**src/rtl/relcmp_pkg.sv**
```systemverilog
package relcmp_pkg;
  typedef enum logic [2:0] {
    FN_EQ  = 3'b000,
    FN_NE  = 3'b001,
    FN_ULT = 3'b010,
    FN_UGT = 3'b011,
    FN_ULE = 3'b100,
    FN_SLT = 3'b101,
    FN_SGT = 3'b110,
    FN_SLE = 3'b111
  } relcmp_fn_e;

  typedef struct packed {
    logic eq;
    logic ult;
    logic ugt;
    logic slt;
    logic sgt;
  } relcmp_flags_t;
endpackage

```
**src/rtl/relcmp_eq.sv**
```systemverilog
module relcmp_eq #(
  parameter int WIDTH = 4
) (
  input  logic [WIDTH-1:0] lhs,
  input  logic [WIDTH-1:0] rhs,
  output logic             same
);
  logic [WIDTH-1:0] diff_bits;

  always_comb begin
    diff_bits = lhs ^ rhs;
    same      = ~|diff_bits;
  end
endmodule

```
**src/rtl/relcmp_mag.sv**
```systemverilog
module relcmp_mag #(
  parameter int WIDTH     = 4,
  parameter bit TWOS_COMP = 1'b0
) (
  input  logic [WIDTH-1:0] lhs,
  input  logic [WIDTH-1:0] rhs,
  output logic             lhs_below,
  output logic             lhs_above
);
  localparam int MSB = WIDTH - 1;

  logic [WIDTH-1:0] lhs_k;
  logic [WIDTH-1:0] rhs_k;

  // Flipping the sign bit maps two's-complement order onto unsigned order.
  generate
    if (TWOS_COMP) begin : g_signed
      always_comb begin
        lhs_k = {~lhs[MSB], lhs[MSB-1:0]};
        rhs_k = {~rhs[MSB], rhs[MSB-1:0]};
      end
    end else begin : g_unsigned
      always_comb begin
        lhs_k = lhs;
        rhs_k = rhs;
      end
    end
  endgenerate

  always_comb begin
    lhs_below = (lhs_k < rhs_k);
    lhs_above = (lhs_k > rhs_k);
  end
endmodule

```
**src/rtl/relcmp_sel.sv**
```systemverilog
module relcmp_sel
  import relcmp_pkg::*;
#(
  parameter int WIDTH = 4
) (
  input  relcmp_flags_t    flags,
  input  logic [2:0]       fn,
  output logic [WIDTH-1:0] bus
);
  logic verdict;

  always_comb begin
    unique case (relcmp_fn_e'(fn))
      FN_EQ:   verdict = flags.eq;
      FN_NE:   verdict = ~flags.eq;
      FN_ULT:  verdict = flags.ult;
      FN_UGT:  verdict = flags.ugt;
      FN_ULE:  verdict = ~flags.ugt;
      FN_SLT:  verdict = flags.slt;
      FN_SGT:  verdict = flags.sgt;
      FN_SLE:  verdict = ~flags.sgt;
      default: verdict = 1'b0;
    endcase
    bus = {WIDTH{verdict}};
  end
endmodule

```
**src/rtl/relcmp_unit.sv**
```systemverilog
module relcmp_unit
  import relcmp_pkg::*;
#(
  parameter int WIDTH = 4
) (
  input  logic [WIDTH-1:0] opnd_a,
  input  logic [WIDTH-1:0] opnd_b,
  input  logic [2:0]       func_sel,
  output logic [WIDTH-1:0] res_y
);
  relcmp_flags_t flags;

  relcmp_eq #(.WIDTH(WIDTH)) u_eq (
    .lhs  (opnd_b),
    .rhs  (opnd_a),
    .same (flags.eq)
  );

  relcmp_mag #(.WIDTH(WIDTH), .TWOS_COMP(1'b0)) u_mag_u (
    .lhs       (opnd_b),
    .rhs       (opnd_a),
    .lhs_below (flags.ult),
    .lhs_above (flags.ugt)
  );

  relcmp_mag #(.WIDTH(WIDTH), .TWOS_COMP(1'b1)) u_mag_s (
    .lhs       (opnd_b),
    .rhs       (opnd_a),
    .lhs_below (flags.slt),
    .lhs_above (flags.sgt)
  );

  relcmp_sel #(.WIDTH(WIDTH)) u_sel (
    .flags (flags),
    .fn    (func_sel),
    .bus   (res_y)
  );
endmodule

```
**config.mk**
```make
export PLATFORM = sky130hd
export DESIGN_NAME = relcmp_unit
export DESIGN_NICKNAME = d
export VERILOG_FILES = /design/src/rtl/relcmp_pkg.sv /design/src/rtl/relcmp_eq.sv /design/src/rtl/relcmp_mag.sv /design/src/rtl/relcmp_sel.sv /design/src/rtl/relcmp_unit.sv
export SDC_FILE = /design/constraint.sdc
export NUM_CORES = 1
export LEC_CHECK = 0
export CAP_MARGIN = 10
export CORE_AREA = 2 2 39 41
export DETAILED_ROUTE_END_ITERATION = 10
export DIE_AREA = 0 0 41 43
export PLACE_DENSITY_LB_ADDON = 0.25
export SYNTH_ARGS = -nofsm -noshare
export SYNTH_HDL_FRONTEND = slang
export SYNTH_HIERARCHICAL = 1
export SYNTH_SLANG_ARGS = --single-unit
```
**constraint.sdc**
```tcl
create_clock -name vclk -period 3.4
set_input_delay 0.68 -clock vclk [all_inputs]
set_output_delay 0.68 -clock vclk [all_outputs]
set_load 0.005 [all_outputs]
```
# Word level (Yosys, flattened, before mapping)
# Index checks and enable logic that the tools add are counted.
[op_classes]
n_lt_le_gt_ge = 4
eq_ne = 7
n_mux = 1
n_bitwise = 5
reduce_logical = 3
[ops]
columns = ["cell", "n"]
rows = [
  ["3-bit equality test (second input constant)", 4],
  ["4-bit greater-than comparator", 2],
  ["4-bit < comparator", 2],
  ["1-bit case mux with 8 select lines", 1],
  ["3-bit by 2-bit equality test with 1-bit output (second input constant)", 2],
  ["1-bit inverter", 4],
  ["4-bit OR reduction", 1],
  ["4-bit bitwise XOR", 1],
  ["3-bit by 1-bit equality test with 1-bit output (second input constant)", 1],
  ["3-bit zero test", 1],
  ["1-bit zero test", 1],
]
[totals]
regBits = 0
in_bits = 11
output_inout_bits = 4
elab_cells = 20

# Longest topological paths before layout
# Gate-level depths: netlist of run 1.
[depth]
ltp_word = 4
depth_mapped = 9
mapped_depth_nobuf = 8

# Cells and area by module
# Netlist of run 1, hierarchy kept.
[modules_own_cells]
columns = ["mod", "n_inst", "cells_per_inst", "area_per_inst_um2", "seq_area_each_um2"]
rows = [
  ["relcmp_mag", 2, 15, 113.9, 0.0],
  ["relcmp_sel", 1, 15, 105.1, 0.0],
  ["relcmp_eq", 1, 5, 47.5, 0.0],
]

# Worst setup path after synthesis of run 1
# No wires, ideal clock.
[synth_timing]
path_type = "in2out"
startpoint = "input port opnd_b[3]"
endpoint = "output port res_y[0]"
arrival_time_ns = 2.120
required_time_ns = 2.720
slack_ns = 0.600
path_stages = 9
n_path_buf = 1
cell_sequence = "inv_1 -> ha_1 -> nand2_1 -> o21bai_1 -> a2bb2oi_1 -> xor2_1 -> o22ai_1 -> a311oi_1 -> buf_4"
[synth_rtl]
columns = ["element", "line", "text"]
rows = [
  ["from (decl)", "relcmp_unit.sv:7", "input logic [WIDTH-1:0] opnd_b,"],
  ["to (decl)", "relcmp_unit.sv:9", "output logic [WIDTH-1:0] res_y"],
]

==> run metrics, run 1 <==
final instance area around 670 sq um; vias per inst 4.50; Port-buffer cells 15; CTS Hold Bufs 0; leak pwr 0.321 nW; Unique masters post-synth 17; share of layout cells above drive strength 1 0.424; via count ~370; Startpoint Class primary input; area of the multi-input gates 434 sq um; Pwr Total 0.103 mW; top cell type's share of synthesized area 0.263; CP Class in2out; total gr overflow 0; xor/xnor share of the synthesized area 0.138; synthesized area 380 sq um; RSZ-0062 raised after global routing false; Starting DRT DRC Count 0; simple-gate area share of the yosys netlist 0.220; Seq Cell Count 0; initial core utilization 0.275; DRC viols 0; mux cell area share after synthesis 0.0263; outcome finished clean; post-route minimum period 3310 ps; core area roughly 0.0014 sq mm; Max-Cap Viols 0; Adder-Cell Fraction of Synth Area 0.263; Hold Vio Cnt, Final 0; WL final between 800 and 900 um; top cell type by total area after synthesis ha_1; number of global-route vias before repair 387; site row count 14; required arrival time at the worst endpoint 2720 ps; largest family of logic cells by synthesized area adder cells; clkbuf count 0; hold_sp func_sel[1]; Final #Nets 87; Post-DRT Antenna Nets 0; synth top area cells ha_1 (26%), xor2_1 (14%), inv_1 (9.9%), buf_4 (7.9%), nor2b_4 (7.2%); die width a little over 40 um; # IOs 15; Placed Area 558 sq um; hold-critical path endpoint res_y[1]; gr usage total 0.118; Initial DRT Pass Iterations 1; VDD IR-drop max 0.0584 mV; first-pass GRT wire length 1550 um; Max-slew headroom 0.773; DR WL/cell approximately 11 um; Mapped Cells 50; Core Util, Final 0.486; initial antenna violation count 0; Die Ht 43 um; Setup-failing EPs final 0; Syn Nets between 60 and 70; Yosys warnings 6; total die area around 0.0018 sq mm; storage element area 0 sq um; crit path capture type output pin; largest net degree at the start of global routing 6; P per Cell Area roughly 150 mW/mm^2; Area growth, synth to finish 76.6%; CP Max Fanout 3; Least-Margin Pin Slew 340 ps; DP Wirelength 632 um; RePlAce Congestion 0.755; WHS Path Cells 4; synthesized area per cell 7.61 sq um; Seq/Total Area, Yosys 0; fmax 302 MHz; Fillers 137; Synth Area in Compound Gates 0.174; n_diodes 0; part of the cycle the worst path needs 0.972; Worst Path Arrival about 2600 ps; Max Slew Vio Count 0; Worst Hold Class in2out
worst max path at each step:
stage / startpoint / end / slack [ps] / cells past startpoint
after floorplan: opnd_b[3] / res_y[0] / 600 / 9
after global placement: opnd_a[3] / res_y[3] / -440 / 9
after detailed placement: opnd_a[3] / res_y[2] / -450 / 9
after CTS: opnd_b[2] / res_y[2] / 6 / 10
after global routing: opnd_b[1] / res_y[3] / 20 / 10
final: opnd_b[1] / res_y[3] / 90 / 10
through the flow:
stage               hold slack [ps]  worst slack (ps)  setup TNS (ps)  instances
finish                         2280              93.5               0         82
global route                   2320              16.7               0         82
CTS                            2270              5.75               0         83
detailed placement             2450              -455           -1810         82
global placement               2450              -444           -1770         82
floorplan                      1610               600               0         50
what timing repair did:
item	4_1_cts	5_1_grt
gates resized for setup	22	15
pin swaps	6	3
setup buffers	1	0
setup endpoints to repair	4	4
cloned	0	0
cells in the mapped netlist:
cell       number
a2111oi_0       1
a21oi_1         2
a2bb2oi_1       2
a311oi_1        1
and2_1          2
buf_4           4
ha_1            8
inv_1          10
mux2i_1         1
nand2_1         5
nor2b_1         1
nor2b_4         2
nor4_2          1
o21bai_1        2
o22ai_1         1
or2_2           1
xor2_1          6
area by class of cell:
class	instances	area share
timing repair buffer	20	0.268
inverter	10	0.0559
tap	16	0.0298
multi-input combinational	36	0.646
worst max-delay path: stages:
cell,delay (ps)
dlygate4sd2_1,290
ha_4,290
nor2b_4,150
o21bai_4,60
and2_1,140
nor2b_1,130
a2111oi_2,400
a311oi_2,90
buf_4,150
dlygate4sd2_1,250
logic make-up after synthesis:
logic type / after synthesis
adder cells (fa/ha/maj): 8
AND/OR/NAND/NOR: 12
multiplexers: 1
buffers and inverters: 14
AO/OA/AOI/OAI: 9
XOR/XNOR: 6
per-layer routing:
layer / track usage / up-vias / routed length [um]
li1: - / 196 / -
met1: 0.155 / 162 / 351
met2: 0.216 / 11 / 491
met3: 0 / 0 / 45
met4: 0 / 0 / 0
met5: 0 / - / 0
power breakdown:
part	switching, mW	internal (mW)
clock network	0	0
logic	0.0438	0.0593
registers	0	0
cell usage in the layout (no fill, tap or decap), types with 2 or more instances in the layout:
master,count
clkdlybuf4s50_1,3
dlymetal6s2s_1,3
ha_1,2
nand2_2,2
nor2b_4,2
ha_4,5
clkdlybuf4s15_1,3
a2bb2oi_2,2
inv_1,8
xor2_1,6
nand2_1,3
clkbuf_2,2
and2_1,2
buf_4,5
inv_2,2
o21bai_4,2
dlygate4sd2_1,4
Note: power is estimated with default switching activity, not from simulation.
==> inputs of run 2 (changes only) <==
Settings changed: GPL_TIMING_DRIVEN from default to 1, REMOVE_ABC_BUFFERS from default to 1.
==> run 2 against run 1 <==
Net effect:
- flip-flop and latch count stayed put
- die area stayed put
- via count is 5.1% higher
- critical path depth is 1 higher
- non-clock buffer count is 3 higher
- routed wire length is 3.4% lower
- combinational power is 7% higher
- cell count is 3.7% higher
- first-iteration DRC count is 3 higher
- worst setup slack better by 8.5 ps
- utilization is 0.63 points higher
- hold slack better by 170 ps
- critical endpoint is now res_y[1]
- highest routed layer unchanged
==> run metrics, run 2 (same netlist as run 1, synthesis figures left out) <==
site row count 14; gr usage total 0.116; total die area 0.00176 sq mm; Reg power frac 0; Port-buffer cells 15; total placed cells including tap cells between 80 and 90; Pint between 0.06 and 0.07 mW; Max-slew headroom 0.761; Post-DRT Antenna Nets 0; initial core utilization 0.275; via count 388; WL final 858 um; required arrival time at the worst endpoint 2720 ps; core area about 0.0014 sq mm; clock group share of total power 0; Max-Cap Viols 0; CP Class in2out; CP bufs+invs 4; Seq Cell Count 0; die width just over 40 um; crit-path cells dlygate4sd2_1 -> buf_4 -> ha_4 -> nand2_2 -> o21bai_2 -> and2_4 -> nor2b_4 -> a2111oi_4 -> a311oi_2 -> buf_4 -> dlygate4sd2_1; Net Sw Frac 0.418; Die Ht 43 um; final worst setup slack 102 ps; P per Cell Area between 150 and 200 mW/mm^2; Worst Hold Class in2out; Fillers 136; CP Max Fanout 2; Initial DRT Pass Iterations 4; Setup WS pre-CTS -461 ps; share of layout cells above drive strength 1 0.391; final instance area 681 sq um; CP peak stage delay 270 ps; Placed Area 566 sq um; Hold Vio Cnt, Final 0; CTS Hold Bufs 0; DR WL/cell 10.1 um; Starting DRT DRC Count 3; clkbuf count 0; n_diodes 0; DRC viols 0; Area growth, synth to finish 78.9%; area of the multi-input gates ~420 sq um; most common cell after layout, fill and taps aside dlygate4sd2_1; largest net degree at the start of global routing 6; Final #Nets 90; Setup-failing EPs final 0; initial antenna violation count 0; Post-Layout Cell Count 85; Max Slew Vio Count 0; Startpoint Class primary input; Worst Path Arrival 2620 ps; Least-Margin Pin Slew roughly 360 ps; number of global-route vias before repair roughly 390; commonest non-fill, non-tap cells in the layout dlygate4sd2_1 (10), inv_1 (9), buf_4 (8); VDD IR-drop max ~0.080 mV; switching power roughly 0.046 mW; leak pwr 0.334 nW; # IOs 15; Largest delay share family, worst path buffers and inverters; fmax between 300 and 400 MHz; storage element area 0 sq um; crit path max-delay cell type ha_4; vias per inst 4.56; crit path capture type output pin; total gr overflow 0; post-route minimum period 3300 ps; first-pass GRT wire length between 1500 and 2000 um; RePlAce Congestion 0.711; power share of the combinational group 1.000; outcome finished clean; DP Wirelength between 600 and 700 um; part of the cycle the worst path needs 0.970
-- run 2: per-stage QoR --
stage	util	total power, mW	TNS [ps]	hold WS (ps)
after floorplan	-	0.0412	0	1550
after global placement	0.409	0.0844	-1720	2470
after detailed placement	0.409	0.0846	-1830	2460
after CTS	0.437	0.0897	0	2280
after global routing	0.492	0.122	-53.2	2500
final	0.492	0.110	0	2450
-- run 2: area by class of cell --
cell class	count	share of cell area
tap	16	0.0294
inverter	10	0.0551
multi-input combinational	36	0.621
timing repair buffer	23	0.294
-- run 2: worst paths after layout --
path | start | to | slack [ps] | depth (start not counted)
worst max-delay path | opnd_b[3] | res_y[1] | 100 | 11
worst min-delay path | func_sel[1] | res_y[0] | 2450 | 5
-- run 2: power by group through the flow --
stage / Combinational (mW) / Sequential [mW] / Clock, mW
floorplan: 0.0412 / 0 / 0
global placement: 0.0844 / 0 / 0
CTS: 0.0897 / 0 / 0
global route: 0.122 / 0 / 0
detailed placement: 0.0846 / 0 / 0
finish: 0.110 / 0 / 0
-- run 2: what timing repair did --
action	CTS	global route
buffers inserted	1	1
resized for setup	19	13
endpoints found under the setup margin	4	4
pin swaps	5	2
-- run 2: per-layer routing --
layer | wire (um) | part of all wire | global-route usage | vias to the layer above
met5 | 0 | 0 | 0 | -
met4 | 0 | 0 | 0 | 0
met3 | 41 | 0.048 | 0 | 0
met2 | 458 | 0.53 | 0.216 | 11
met1 | 358 | 0.42 | 0.149 | 174
li1 | - | - | - | 203
